==> src/rtl/rwe_pkg.sv <==
package rwe_pkg;
   localparam logic [7:0] CMD_XWIN = 8'h44;
   localparam logic [7:0] CMD_YWIN = 8'h45;
   localparam logic [7:0] CMD_XCUR = 8'h4E;
   localparam logic [7:0] CMD_YCUR = 8'h4F;
   localparam int         SEQ_LEN  = 13;
   localparam int         IDX_W    = $clog2(SEQ_LEN);

   // latched window image, in controller byte units
   typedef struct packed {
      logic [7:0]  xs;
      logic [7:0]  xe;
      logic [15:0] ys;
      logic [15:0] ye;
   } win_t;
endpackage

==> src/rtl/rwe_geom.sv <==
module rwe_geom
   import rwe_pkg::*;
#(
   parameter int X_W      = 8,
   parameter int Y_W      = 9,
   parameter int W_W      = 9,
   parameter int H_W      = 9,
   parameter int GRAY_OFS = 8
) (
   input  logic [X_W-1:0] x_i,
   input  logic [Y_W-1:0] y_i,
   input  logic [W_W-1:0] width_i,
   input  logic [H_W-1:0] height_i,
   input  logic           gray_i,
   output win_t           win_o,
   output logic           misalign_o
);
   localparam int XS_W = ((X_W > W_W) ? X_W : W_W) + 2;
   localparam int YS_W = ((Y_W > H_W) ? Y_W : H_W) + 1;

   logic [XS_W-1:0] ofs, xs_pix, xe_pix;
   logic [YS_W-1:0] ye_pix;

   always_comb begin
      ofs    = gray_i ? XS_W'(GRAY_OFS) : '0;
      xs_pix = XS_W'(x_i) + ofs;
      xe_pix = xs_pix + XS_W'(width_i) - XS_W'(1);
      ye_pix = YS_W'(y_i) + YS_W'(height_i) - YS_W'(1);
      win_o.xs = 8'(xs_pix >> 3);
      win_o.xe = 8'(xe_pix >> 3);
      win_o.ys = 16'(y_i);
      win_o.ye = 16'(ye_pix);
      misalign_o = (xs_pix[2:0] != 3'd0) || (xe_pix[2:0] != 3'd7);
   end
endmodule

==> src/rtl/rwe_seq.sv <==
module rwe_seq
   import rwe_pkg::*;
(
   input  logic             clk,
   input  logic             rst_n,
   input  logic             start_i,
   input  logic             ready_i,
   output logic             busy_o,
   output logic             load_o,
   output logic             done_o,
   output logic [IDX_W-1:0] idx_o
);
   logic fire, last;

   assign load_o = start_i && !busy_o;
   assign fire   = busy_o && ready_i;
   assign last   = (idx_o == IDX_W'(SEQ_LEN - 1));

   always_ff @(posedge clk or negedge rst_n) begin
      if (!rst_n) begin
         busy_o <= 1'b0;
         done_o <= 1'b0;
         idx_o  <= '0;
      end else begin
         done_o <= fire && last;
         if (load_o) begin
            busy_o <= 1'b1;
            idx_o  <= '0;
         end else if (fire) begin
            if (last) busy_o <= 1'b0;
            else      idx_o  <= idx_o + IDX_W'(1);
         end
      end
   end
endmodule

==> src/rtl/rwe_mux.sv <==
module rwe_mux
   import rwe_pkg::*;
(
   input  logic [IDX_W-1:0] idx_i,
   input  win_t             win_i,
   output logic [7:0]       byte_o,
   output logic             is_cmd_o
);
   always_comb begin
      is_cmd_o = 1'b0;
      case (idx_i)
         4'd0:  begin byte_o = CMD_XWIN; is_cmd_o = 1'b1; end
         4'd1:  byte_o = win_i.xs;
         4'd2:  byte_o = win_i.xe;
         4'd3:  begin byte_o = CMD_YWIN; is_cmd_o = 1'b1; end
         4'd4:  byte_o = win_i.ys[7:0];
         4'd5:  byte_o = win_i.ys[15:8];
         4'd6:  byte_o = win_i.ye[7:0];
         4'd7:  byte_o = win_i.ye[15:8];
         4'd8:  begin byte_o = CMD_XCUR; is_cmd_o = 1'b1; end
         4'd9:  byte_o = win_i.xs;
         4'd10: begin byte_o = CMD_YCUR; is_cmd_o = 1'b1; end
         4'd11: byte_o = win_i.ys[7:0];
         4'd12: byte_o = win_i.ys[15:8];
         default: byte_o = 8'h00;
      endcase
   end
endmodule

==> src/rtl/ram_window_encoder.sv <==
module ram_window_encoder
   import rwe_pkg::*;
#(
   parameter int X_W      = 8,
   parameter int Y_W      = 9,
   parameter int W_W      = 9,
   parameter int H_W      = 9,
   parameter int GRAY_OFS = 8
) (
   input  logic           clk,
   input  logic           rst_n,
   input  logic           start_i,
   input  logic           gray_i,
   input  logic [X_W-1:0] x_i,
   input  logic [Y_W-1:0] y_i,
   input  logic [W_W-1:0] width_i,
   input  logic [H_W-1:0] height_i,
   input  logic           ready_i,
   output logic [7:0]     byte_o,
   output logic           is_cmd_o,
   output logic           valid_o,
   output logic           done_o,
   output logic           misalign_o
);
   generate
      if (X_W < 3 || X_W > 11) begin : g_bad_xw
         $error("X_W out of range");
      end
      if (((Y_W > H_W) ? Y_W : H_W) + 1 > 16) begin : g_bad_yw
         $error("Y sum exceeds two bytes");
      end
      if (GRAY_OFS % 8 != 0) begin : g_bad_ofs
         $error("GRAY_OFS must be a byte multiple");
      end
   endgenerate

   win_t             win_d, win_q;
   logic             mis_d, mis_q;
   logic             busy, load;
   logic [IDX_W-1:0] idx;

   rwe_geom #(
      .X_W(X_W), .Y_W(Y_W), .W_W(W_W), .H_W(H_W), .GRAY_OFS(GRAY_OFS)
   ) u_geom (
      .x_i(x_i), .y_i(y_i), .width_i(width_i), .height_i(height_i),
      .gray_i(gray_i), .win_o(win_d), .misalign_o(mis_d)
   );

   rwe_seq u_seq (
      .clk(clk), .rst_n(rst_n), .start_i(start_i), .ready_i(ready_i),
      .busy_o(busy), .load_o(load), .done_o(done_o), .idx_o(idx)
   );

   always_ff @(posedge clk or negedge rst_n) begin
      if (!rst_n) begin
         win_q <= '0;
         mis_q <= 1'b0;
      end else if (load) begin
         win_q <= win_d;
         mis_q <= mis_d;
      end
   end

   rwe_mux u_mux (
      .idx_i(idx), .win_i(win_q), .byte_o(byte_o), .is_cmd_o(is_cmd_o)
   );

   assign valid_o    = busy;
   assign misalign_o = mis_q;
endmodule

==> config.mk <==
export PLATFORM = sky130hd
export DESIGN_NAME = ram_window_encoder
export DESIGN_NICKNAME = d
export VERILOG_FILES = /design/src/rtl/rwe_pkg.sv /design/src/rtl/rwe_geom.sv /design/src/rtl/rwe_seq.sv /design/src/rtl/rwe_mux.sv /design/src/rtl/ram_window_encoder.sv
export SDC_FILE = /design/constraint.sdc
export NUM_CORES = 1
export LEC_CHECK = 0
export BUFFER_PORTS_ARGS = -buffer_cell sky130_fd_sc_hd__buf_2
export CORE_MARGIN = 4
export CORE_UTILIZATION = 40
export CTS_BUF_LIST = sky130_fd_sc_hd__clkbuf_4 sky130_fd_sc_hd__clkbuf_8
export CTS_CLUSTER_DIAMETER = 30
export CTS_CLUSTER_SIZE = 24
export DETAILED_ROUTE_END_ITERATION = 10
export PLACE_DENSITY = 0.69
export SLEW_MARGIN = 25
export SYNTH_ARGS = -nofsm -noshare
export SYNTH_HDL_FRONTEND = slang
export SYNTH_SLANG_ARGS = --single-unit
==> constraint.sdc <==
create_clock -name clk -period 1.84 [get_ports clk]
set_input_delay 0.276 -clock clk [delete_from_list [all_inputs] [get_ports clk]]
set_output_delay 0.276 -clock clk [all_outputs]
set_load 0.005 [all_outputs]
==> impl_metrics.env <==
export IMPL_synth_top_area_share_pct=32.7
export IMPL_r2r_cells=10
export IMPL_firstDrtPassIters=4
export IMPL_placed_cell_area_sq_um=3980
export IMPL_cts_tree="built"
export IMPL_io_buffers=51
export IMPL_violations="setup timing"
export IMPL_maxSlewHeadroom_pct=68.1
export IMPL_period_share_pct=121
export IMPL_wl_per_cell_um=14.6
export IMPL_grt_max_degree=24
export IMPL_ys_types=43
export IMPL_cts_sinks=40
export IMPL_crit_type="flip-flop to primary output"
export IMPL_worstHoldStart="start_i"
export IMPL_grt_usage_pct=18.4
export IMPL_cts_root_buffer_cell="clkbuf_8"
export IMPL_die_w_um=95.5
export IMPL_gp_congestion=0.885
export IMPL_synth_edff_count=0
export IMPL_fin_cells=572
export IMPL_peakVddDrop_mv=0.490
export IMPL_syn_area_sq_um=3060
export IMPL_avgSynthCellArea_sq_um=8.36
export IMPL_path_buf_inv=2
export IMPL_period_needed_ps=2220
export IMPL_final_antenna_net_count=0
export IMPL_yosysWarnings=0
export IMPL_p_leak_nw=2.20
export IMPL_worstPathCellList="inv_2, ha_4, mux2_4, a211o_1, a221o_1, buf_2"
export IMPL_path_clk_slew_ps=90
export IMPL_endpoint_kind="primary output"
export IMPL_hold_class="input port to flip-flop"
export IMPL_yosys_register_bits=40
export IMPL_synth_nets=449
export IMPL_dieArea_sq_um=9110
export IMPL_synth_area_leaders="dfrtp_1 33%, ha_1 17%, inv_1 8.2%, o21ai_0 6.7%, nand2_1 5.2%"
export IMPL_seq_area_frac_synth_pct=32.7
export IMPL_fin_ws_ps=-381
export IMPL_maxCapViolations=0
export IMPL_worstHoldPathCells=3
export IMPL_cts_buffers=5
export IMPL_avgViaCountPerCell=5.03
export IMPL_timing_fmax_ghz=0.450
export IMPL_cpMaxStageDelayCell="dfrtp_2"
export IMPL_wl_mm=8.32
export IMPL_crit_fanout=4
export IMPL_vias=2876
export IMPL_tightest_slew_ps=478
export IMPL_final_area_sq_um=4480
export IMPL_drtIter0Drc=103
export IMPL_yosysMostFrequentCell="inv_1"
export IMPL_grt_pass1_wl_mm=13.2
export IMPL_worstReg2RegEnd="u_seq.idx_o[3]"
export IMPL_final_setup_viol_count=14
export IMPL_synthTopCellsByCount="67 x inv_1, 42 x nand2_1, 41 x ha_1, 41 x o21ai_0, 40 x dfrtp_1"
export IMPL_grt_pass1_vias=2958
export IMPL_crit_family="compound AO/OA/AOI/OAI gates"
export IMPL_antenna_found_initial=0
export IMPL_maxSlewViolCount=0
export IMPL_worst_ep_required_time_ps=1560
export IMPL_finClkSkew_ps=11.3
export IMPL_diodes=0
export IMPL_synth_largest_area_cell="dfrtp_1"
export IMPL_rsz0062_at_grt="true"
export IMPL_fin_setup_tns_ps=-2930
export IMPL_finalHoldViolCount=0
export IMPL_outcome="finished, violations left"
export IMPL_netlist_instances=366
export IMPL_htreeDepth=2
export IMPL_start_util_pct=41.7
export IMPL_io_pins=52
export IMPL_p_per_area_nw_per_um2=1160
export IMPL_gr_total_overflow=0
export IMPL_fin_nets=555
export IMPL_clk_path_buf_depth=2
export IMPL_drive_gt1_share_pct=40.8
export IMPL_core_sq_um=7330
export IMPL_critical_path_max_stage_delay_ps=430
export IMPL_clk_latency_ps=300
export IMPL_die_h_um=95.5
export IMPL_route_detailed_drc=0
export IMPL_fillers=615
export IMPL_areaGrowthSynthToFinish_pct=46.3
export IMPL_rows=31
export IMPL_timing_rr_start="u_seq.idx_o[0]"
export IMPL_ys_flop_type="dfrtp_1"
export IMPL_async_flop_share_pct=100
export IMPL_dpl_cell_count=555
export IMPL_dp_hpwl_mm=6.07
export IMPL_start_kind="flip-flop"
export IMPL_r2r_slack_ps=60
export IMPL_min_to="u_seq.busy_o"
export IMPL_crit_arrival_ps=1950
export IMPL_utilization_pct=61.1
==> stage by stage <==
step	hold slack, ps	setup WS (ps)	power [mW]
finish	230	-381	5.21
global route	249	-461	5.59
CTS	226	-326	4.96
detailed placement	254	-665	3.94
global placement	249	-603	3.85
floorplan	-19.6	-422	2.94
==> flip-flops by register name, summed over array words and instances (netlist names) <==
register,count
win_q,33
u_seq.idx_o,4
u_seq.busy_o,1
u_seq.done_o,1
misalign_o,1
==> cell families after synthesis <==
kind of cell,share of synthesized area (%)
compound gates,19.3
xor+xnor,4.01
fa+ha+maj,18.1
buf+inv,9.82
flops,32.7
mux,2.29
simple gates,13.7
==> worst min-delay path: stages <==
cell,delay (ps)
buf_2,110
nor2_1,50
nor2_1,70
==> layout make-up <==
type / instances / area [sq um] / area share (%)
Clock inverter: 3 / 18.8 / 0.419
Clock buffer: 5 / 68.8 / 1.54
Timing Repair Buffer: 111 / 811 / 18.1
Multi-Input combinational cell: 247 / 2170 / 48.6
Sequential cell: 40 / 1000 / 22.4
Tap cell: 99 / 124 / 2.77
Inverter: 67 / 277 / 6.18
==> placed cells by master, fill, tap and decap left out, types with 6 or more instances in the layout <==
cell and instances:
nand2_1 40, buf_2 47, o21ai_1 11, buf_6 14, xor2_1 9, ha_4 16
nor2_1 17, buf_4 45, inv_1 56, inv_2 7, ha_1 25, o21ai_0 28
dfrtp_1 38, nor3_1 6
==> how the worst max path moves through the flow <==
stage | startpoint | end | slack (ps) | depth (start not counted)
2_1_floorplan | x_i[3] | win_q[38] | -420 | 10
3_3_place_gp | gray_i | win_q[38] | -600 | 12
3_5_place_dp | x_i[3] | win_q[38] | -660 | 11
4_1_cts | u_seq.idx_o[1] | byte_o[0] | -330 | 5
5_1_grt | u_seq.idx_o[0] | byte_o[0] | -460 | 8
6_report | u_seq.idx_o[0] | byte_o[0] | -380 | 6
==> where the power goes <==
group / switching, mW / total (mW) / internal, mW / leakage, nW
registers: 0.313 / 1.60 / 1.28 / 0.493
clock network: 0.340 / 0.604 / 0.265 / 0.0479
logic: 1.49 / 3.01 / 1.51 / 1.65
==> what timing repair did <==
action,in CTS,in global routing
hold buffers,1,0
pin swaps,32,18
endpoints found under the setup margin,16,20
resized for setup,60,24
buffers inserted,4,4
endpoints found under the hold margin,17,0
==> routing by layer <==
metal | GRT usage, % | share of wire (%) | vias to the layer above
li1 | - | - | 1438
met1 | 22.4 | 43 | 1359
met2 | 33.2 | 51 | 59
met3 | 2.45 | 3.4 | 20
met4 | 6.16 | 2.7 | 0
met5 | 0 | 0 | -
(Power assumes the default switching activity.)
